==> src/rtl/cfg_pkg.sv <==
package cfg_pkg;

    localparam int NUM_OFS    = 6;
    localparam int OFS_W      = 3;
    localparam int USER_BASE  = 2;
    localparam int USER_BYTES = 4;
    localparam int USER_BITS  = USER_BYTES * 8;
    localparam int IDX_W      = $clog2(USER_BITS);
    localparam int ENT_W      = IDX_W + 1;
    localparam int NUM_PINS   = 16;
    localparam int ENABLE_IDX = 0;
    localparam int CHECK_IDX  = USER_BITS - 1;

    typedef enum logic [2:0] {
        CY_NOP    = 3'd0,
        CY_IO_RD  = 3'd1,
        CY_IO_WR  = 3'd2,
        CY_MEM_RD = 3'd3,
        CY_MEM_WR = 3'd4
    } cyc_kind_e;

    typedef struct packed {
        logic             setup;
        logic             live;
        cyc_kind_e        kind;
        logic [OFS_W-1:0] ofs;
    } cyc_t;

    function automatic cyc_kind_e decode_kind(input logic [2:0] code);
        case (code)
            3'b001:  return CY_IO_WR;
            3'b010:  return CY_IO_RD;
            3'b101:  return CY_MEM_WR;
            3'b110:  return CY_MEM_RD;
            default: return CY_NOP;
        endcase
    endfunction

    function automatic logic routable(input logic [IDX_W-1:0] idx);
        return (idx != IDX_W'(ENABLE_IDX)) && (idx != IDX_W'(CHECK_IDX));
    endfunction

    function automatic logic [NUM_PINS*ENT_W-1:0] default_map();
        logic [NUM_PINS*ENT_W-1:0] m;
        m = '0;
        for (int p = 0; p < NUM_PINS; p++) begin
            if (p < 14)
                m[p*ENT_W +: ENT_W] = {1'b1, IDX_W'(p + 1)};
            else if (p == 14)
                m[p*ENT_W +: ENT_W] = {1'b1, IDX_W'(1)};
        end
        return m;
    endfunction

endpackage

==> src/rtl/cfg_cycle_decode.sv <==
module cfg_cycle_decode
    import cfg_pkg::*;
(
    input  logic             clk,
    input  logic             chan_rst,
    input  logic             adl_n,
    input  logic             cmd_n,
    input  logic             setup_n,
    input  logic             mio,
    input  logic             st0,
    input  logic             st1,
    input  logic [OFS_W-1:0] addr,
    output cyc_t             cyc,
    output logic             rd_act,
    output logic             wr_act,
    output logic             wr_pulse
);

    logic adl_q;
    logic cmd_q;
    logic hit;

    always_ff @(posedge clk) begin
        if (chan_rst) begin
            adl_q <= 1'b1;
            cmd_q <= 1'b1;
            cyc   <= '{setup: 1'b0, live: 1'b0, kind: CY_NOP, ofs: '0};
        end else begin
            adl_q <= adl_n;
            cmd_q <= cmd_n;
            if (adl_q && !adl_n) begin
                cyc.setup <= !setup_n;
                cyc.kind  <= decode_kind({mio, st0, st1});
                cyc.live  <= 1'b0;
            end
            if (!adl_q && adl_n) begin
                cyc.ofs  <= addr;
                cyc.live <= 1'b1;
            end
        end
    end

    always_comb begin
        hit      = cyc.live && cyc.setup && (cyc.ofs < OFS_W'(NUM_OFS)) && !chan_rst;
        rd_act   = hit && (cyc.kind == CY_IO_RD) && !cmd_n;
        wr_act   = hit && (cyc.kind == CY_IO_WR) && !cmd_n;
        wr_pulse = hit && (cyc.kind == CY_IO_WR) && cmd_n && !cmd_q;
    end

endmodule

==> src/rtl/cfg_reg_bank.sv <==
module cfg_reg_bank
    import cfg_pkg::*;
(
    input  logic                 clk,
    input  logic                 chan_rst,
    input  logic                 wr_pulse,
    input  logic [OFS_W-1:0]     ofs,
    input  logic [7:0]           wdata,
    input  logic                 setchk_n,
    output logic [USER_BITS-1:0] bits
);

    logic [USER_BYTES-1:0] byte_we;

    for (genvar g = 0; g < USER_BYTES; g++) begin : g_byte
        assign byte_we[g] = wr_pulse && (ofs == OFS_W'(USER_BASE + g));

        always_ff @(posedge clk) begin
            if (chan_rst) begin
                bits[g*8 +: 8] <= (g == ENABLE_IDX / 8) ? ~(8'd1 << (ENABLE_IDX % 8)) : 8'hFF;
            end else if (byte_we[g]) begin
                if (g == CHECK_IDX / 8) begin
                    for (int b = 0; b < 8; b++)
                        if (g*8 + b == CHECK_IDX)
                            bits[g*8+b] <= wdata[b] && setchk_n;
                        else
                            bits[g*8+b] <= wdata[b];
                end else begin
                    bits[g*8 +: 8] <= wdata;
                end
            end else if (g == CHECK_IDX / 8 && !setchk_n) begin
                bits[CHECK_IDX] <= 1'b0;
            end
        end
    end

endmodule

==> src/rtl/cfg_crosspoint.sv <==
module cfg_crosspoint
    import cfg_pkg::*;
#(
    parameter logic [NUM_PINS*ENT_W-1:0] PIN_MAP = default_map()
) (
    input  logic [USER_BITS-1:0] bits,
    input  logic [NUM_PINS-1:0]  pin_in,
    output logic [NUM_PINS-1:0]  pin_pull,
    output logic [USER_BITS-1:0] view
);

    logic [NUM_PINS-1:0] routed;
    logic [IDX_W-1:0]    pin_idx [NUM_PINS];

    for (genvar p = 0; p < NUM_PINS; p++) begin : g_pin
        localparam logic [ENT_W-1:0] ENT = PIN_MAP[p*ENT_W +: ENT_W];
        assign pin_idx[p]  = ENT[IDX_W-1:0];
        assign routed[p]   = ENT[ENT_W-1] && routable(ENT[IDX_W-1:0]);
        assign pin_pull[p] = routed[p] && !bits[pin_idx[p]];
    end

    always_comb begin
        logic [USER_BITS-1:0] seen;
        seen = '0;
        view = bits;
        for (int p = 0; p < NUM_PINS; p++) begin
            if (routed[p]) begin
                if (seen[pin_idx[p]])
                    view[pin_idx[p]] = view[pin_idx[p]] & pin_in[p];
                else
                    view[pin_idx[p]] = pin_in[p];
                seen[pin_idx[p]] = 1'b1;
            end
        end
    end

endmodule

==> src/rtl/cfg_regfile_xbar.sv <==
module cfg_regfile_xbar
    import cfg_pkg::*;
#(
    parameter logic [15:0]               BOARD_ID = 16'hA5C3,
    parameter logic [NUM_PINS*ENT_W-1:0] PIN_MAP  = default_map()
) (
    input  logic                clk,
    input  logic                chan_rst,
    input  logic                adl_n,
    input  logic                cmd_n,
    input  logic                setup_n,
    input  logic                mio,
    input  logic                st0,
    input  logic                st1,
    input  logic [OFS_W-1:0]    addr,
    input  logic [7:0]          d_in,
    output logic [7:0]          d_out,
    output logic                d_oe,
    output logic                rdcfg_n,
    output logic                wrcfg_n,
    input  logic                setchk_n,
    output logic                brd_en_n,
    output logic                chck_n,
    input  logic [NUM_PINS-1:0] gpio_in,
    output logic [NUM_PINS-1:0] gpio_pull
);

    cyc_t                 cyc;
    logic                 rd_act;
    logic                 wr_act;
    logic                 wr_pulse;
    logic [USER_BITS-1:0] bits;
    logic [USER_BITS-1:0] view;
    logic [7:0]           rd_byte;

    cfg_cycle_decode u_dec (
        .clk      (clk),
        .chan_rst (chan_rst),
        .adl_n    (adl_n),
        .cmd_n    (cmd_n),
        .setup_n  (setup_n),
        .mio      (mio),
        .st0      (st0),
        .st1      (st1),
        .addr     (addr),
        .cyc      (cyc),
        .rd_act   (rd_act),
        .wr_act   (wr_act),
        .wr_pulse (wr_pulse)
    );

    cfg_reg_bank u_bank (
        .clk      (clk),
        .chan_rst (chan_rst),
        .wr_pulse (wr_pulse),
        .ofs      (cyc.ofs),
        .wdata    (d_in),
        .setchk_n (setchk_n),
        .bits     (bits)
    );

    cfg_crosspoint #(
        .PIN_MAP (PIN_MAP)
    ) u_xbar (
        .bits     (bits),
        .pin_in   (gpio_in),
        .pin_pull (gpio_pull),
        .view     (view)
    );

    always_comb begin
        case (cyc.ofs)
            3'd0:    rd_byte = BOARD_ID[7:0];
            3'd1:    rd_byte = BOARD_ID[15:8];
            3'd2:    rd_byte = view[7:0];
            3'd3:    rd_byte = view[15:8];
            3'd4:    rd_byte = view[23:16];
            3'd5:    rd_byte = view[31:24];
            default: rd_byte = 8'h00;
        endcase
    end

    assign d_oe     = rd_act;
    assign d_out    = rd_act ? rd_byte : 8'h00;
    assign rdcfg_n  = !rd_act;
    assign wrcfg_n  = !wr_act;
    assign brd_en_n = !bits[ENABLE_IDX];
    assign chck_n   = bits[CHECK_IDX];

endmodule

==> config.mk <==
export PLATFORM = sky130hd
export DESIGN_NAME = cfg_regfile_xbar
export DESIGN_NICKNAME = d
export VERILOG_FILES = /design/src/rtl/cfg_pkg.sv /design/src/rtl/cfg_cycle_decode.sv /design/src/rtl/cfg_reg_bank.sv /design/src/rtl/cfg_crosspoint.sv /design/src/rtl/cfg_regfile_xbar.sv
export SDC_FILE = /design/constraint.sdc
export NUM_CORES = 1
export LEC_CHECK = 0
export BUFFER_PORTS_ARGS = -buffer_cell sky130_fd_sc_hd__buf_2
export CAP_MARGIN = 20
export CORE_ASPECT_RATIO = 2
export CORE_MARGIN = 1.5
export CORE_UTILIZATION = 49
export DETAILED_ROUTE_END_ITERATION = 10
export GPL_TIMING_DRIVEN = 0
export PLACE_DENSITY = 0.81
export SYNTH_ARGS = -nofsm -noshare
export SYNTH_HDL_FRONTEND = slang
export SYNTH_SLANG_ARGS = --single-unit
==> constraint.sdc <==
create_clock -name clk -period 2.1 [get_ports clk]
set_input_delay 0.21 -clock clk [delete_from_list [all_inputs] [get_ports clk]]
set_output_delay 0.21 -clock clk [all_outputs]
set_load 0.005 [all_outputs]
==> results.yml <==
status:
  status: "finished, violations left"
  violations: "setup timing"
placed_design:
  place_hpwl_mm: 3.78
  place_ws_ns: -0.00493
  gp_congestion: 0.820
  io_buffers: 62
  place_area_sq_um: 2430
worst_setup_path:
  critPathLaunchType: "register"
  crit_fanout: 6
  path_cells: "nand4bb_4 > or2_1 > or4b_4 > a211oi_4 > buf_2"
  cpMaxStageDelayCell: "or4b_4"
  cp.required_ns: 1.89
  end_kind: "output port"
  path_class: "register to output port"
  worst_path_largest_cell_delay_ns: 0.57
  crit_arrival_ns: 2.06
power_and_ir_drop:
  clkPwrFrac_pct: 33.8
  seqPwrFrac_pct: 57.2
  pwr_density_cell_nw_per_um2: 556
  power.leakage_uw: 0.00127
  p_int_uw: 1090
  vdd_drop_max_v: 0.000559
  p_comb_share_pct: 9.0
  netSwitchingFraction_pct: 23.4
  switching_power_uw: 334
floorplan:
  core_sq_um: 4050
  initial_core_util_pct: 50.9
  die_h_um: 94.7
  row_count: 33
  pin_count: 65
  dieArea_sq_um: 4620
  die_w_um: 48.8
drt:
  drc: 0
  antenna_left: 0
  drt-total-wl_mm: 4.93
  vias: 1878
  first_pass_iters: 4
  viasPerCell: 5.26
  wl_per_cell_um: 13.8
  drtIter0Drc: 29
timing:
  slew_headroom_pct: 66.1
  skew_ns: 0.00490
  tightest_slew_ns: 0.509
  fin_crit_ns: 2.27
  hold_viol: 0
  setup_violations: 10
  rsz0062_at_grt: "yes"
  max_freq_ghz: 0.441
  setup_ws_ns: -0.166
  period_share_pct: 108
  finalMaxSlewViolations: 0
clocking:
  cts_root_buffer: "clkbuf_8"
  clock_path_buffers: 2
  path_clk_slew_ns: 0.07
  htree_levels: 2
  insertion_delay_ns: 0.29
  cts_tree: "yes"
  numCtsBuffers: 5
  cts.sinks: 42
synth:
  netlist_top_cells_area: "dfxtp_1 41%, mux2i_1 11%, nand2_1 6.4%"
  seq_area_frac_synth_pct: 40.9
  yosysTopAreaCellShare_pct: 40.9
  synth-seq-cells: 42
  netlist.top_cell.by_area: "dfxtp_1"
  netlist_instances: 234
  synthesis.nets: 274
  synth.distinct_cells: 38
  avgSynthCellArea_sq_um: 8.80
  synth_area_sq_um: 2060
  yosys_warnings: 0
min_path:
  hold_path.class: "input pin to register"
cells_and_area:
  final_area_sq_um: 2560
  area_growth_pct: 24.6
  postLayoutCoreUtil_pct: 63.4
  nNetsFinal: 345
  diodes: 0
  drive_gt1_share_pct: 32.1
flow_run:
  cap_violations: 0
global_route:
  grt_pass1_vias: 1665
  gr-usage-all-layers_pct: 21.4
  antenna_found_initial: 0
  grt-ovfl-total: 0
  grt_pass1_wl_mm: 7.67
  grt_max_degree: 12
-- layer usage --
layer	part of all wire, %	GRT usage (%)	wire (um)	vias up
met1	38	21.5	1880	890
met4	2.0	10.7	100	0
met5	0	0	0	-
met2	56	41.4	2760	49
li1	-	-	-	931
met3	3.8	3.48	188	8
-- cells by family after synthesis --
logic type / Yosys count / share of synthesized area [%]
and+or+nand+nor: 67 / 18.1
other: 1 / 0.182
DFF: 42 / 40.9
muxes: 25 / 12.3
adders and majority gates: 4 / 2.43
buffers and inverters: 50 / 9.91
AOI/OAI and AO/OA: 45 / 16.3
-- power by group through the flow --
stage | Clock [uW] | Combinational [uW] | Sequential (uW)
floorplan | 0 | 66.1 | 831
global placement | 0 | 123 | 833
detailed placement | 0 | 126 | 833
CTS | 486 | 128 | 815
global route | 517 | 143 | 816
finish | 482 | 129 | 816
-- stage by stage --
step            TNS, ns  hold WS (ns)  total power (uW)  instances
6_report          -1.19        0.0943              1430        357
5_1_grt           -1.83         0.115              1480        357
4_1_cts           -1.48        0.0878              1430        358
3_5_place_dp   -0.00493         0.398               959        348
3_3_place_gp   -0.00265         0.396               956        348
2_1_floorplan         0         0.310               897        234
-- worst max-delay path, delay by kind of cell (launching register included) --
| kind | cells | cell delay, ns |
|---|---|---|
| AOI/OAI and AO/OA | 1 | 0.27 |
| DFF | 1 | 0.32 |
| and+or+nand+nor | 3 | 1.03 |
| buffers and inverters | 1 | 0.15 |
-- worst paths after layout --
path,startpoint,endpoint,slack (ns),cells after the start
setup reg to reg,u_dec.cyc[4],u_bank.bits[9],0.23,4
setup / recovery,u_dec.cyc[5],d_out[6],-0.17,5
hold reg to reg,u_dec.cyc[5],u_dec.cyc[5],0.47,2
hold / removal,setup_n,u_dec.cyc[7],0.09,2
-- cells in the mapped netlist --
| cell | number |
|---|---|
| a22oi_1 | 3 |
| nor4_1 | 1 |
| dfxtp_1 | 42 |
| o22ai_1 | 1 |
| o221ai_1 | 2 |
| nor4_4 | 1 |
| conb_1 | 1 |
| nor2_1 | 12 |
| or4b_2 | 1 |
| o21ai_0 | 7 |
| nand4b_1 | 3 |
| or4b_1 | 1 |
| a211oi_1 | 3 |
| or2_2 | 2 |
| a21oi_1 | 5 |
| a221oi_1 | 4 |
| nand2_1 | 35 |
| nand2b_1 | 1 |
| inv_1 | 33 |
| nor4_2 | 1 |
| o211ai_1 | 15 |
| or4bb_1 | 1 |
| nand4bb_1 | 1 |
| a211oi_2 | 4 |
| nand3_1 | 1 |
| buf_4 | 3 |
| o2bb2ai_1 | 1 |
| mux2i_1 | 23 |
| nand4bb_4 | 1 |
| or4_1 | 1 |
| ha_1 | 4 |
| mux2_2 | 2 |
| nor2b_1 | 1 |
| or2_1 | 1 |
| buf_2 | 4 |
| and2_1 | 1 |
| or3b_1 | 1 |
| clkbuf_1 | 10 |
-- placed cells by master (no fill, tap or decap), types with 5 or more instances in the layout --
| cell | synthesis | layout |
|---|---|---|
| o211ai_1 | 15 | 15 |
| buf_4 | 3 | 5 |
| buf_2 | 4 | 64 |
| dfxtp_1 | 42 | 38 |
| clkbuf_8 | 0 | 5 |
| nand2_1 | 35 | 35 |
| o21ai_0 | 7 | 7 |
| mux2i_1 | 23 | 23 |
| inv_1 | 33 | 32 |
| nor2_1 | 12 | 12 |
| clkbuf_1 | 10 | 11 |
-- cell type report --
type | count | area, sq um
tap | 52 | 65.1
fill | 392 | 1480
sequential | 42 | 846
multi-input combinational | 142 | 1030
inverter | 33 | 124
timing repair buffer | 65 | 343
clock buffer | 7 | 76.3
buffer | 16 | 76.3
-- sequential cells by signal, summed over array words and instances, names as in the netlist --
register	flops
u_dec.cyc	8
u_dec.cmd_q	1
u_dec.adl_q	1
u_bank.bits	32
-- what timing repair did --
| action | 4_1_cts | 5_1_grt |
|---|---|---|
| buffers inserted | 3 | 0 |
| resized for setup | 14 | 4 |
| endpoints found under the setup margin | 11 | 10 |
| hold buffers | 0 | 0 |
| pin swaps | 3 | 3 |
Note: power is estimated with default switching activity, not from simulation.
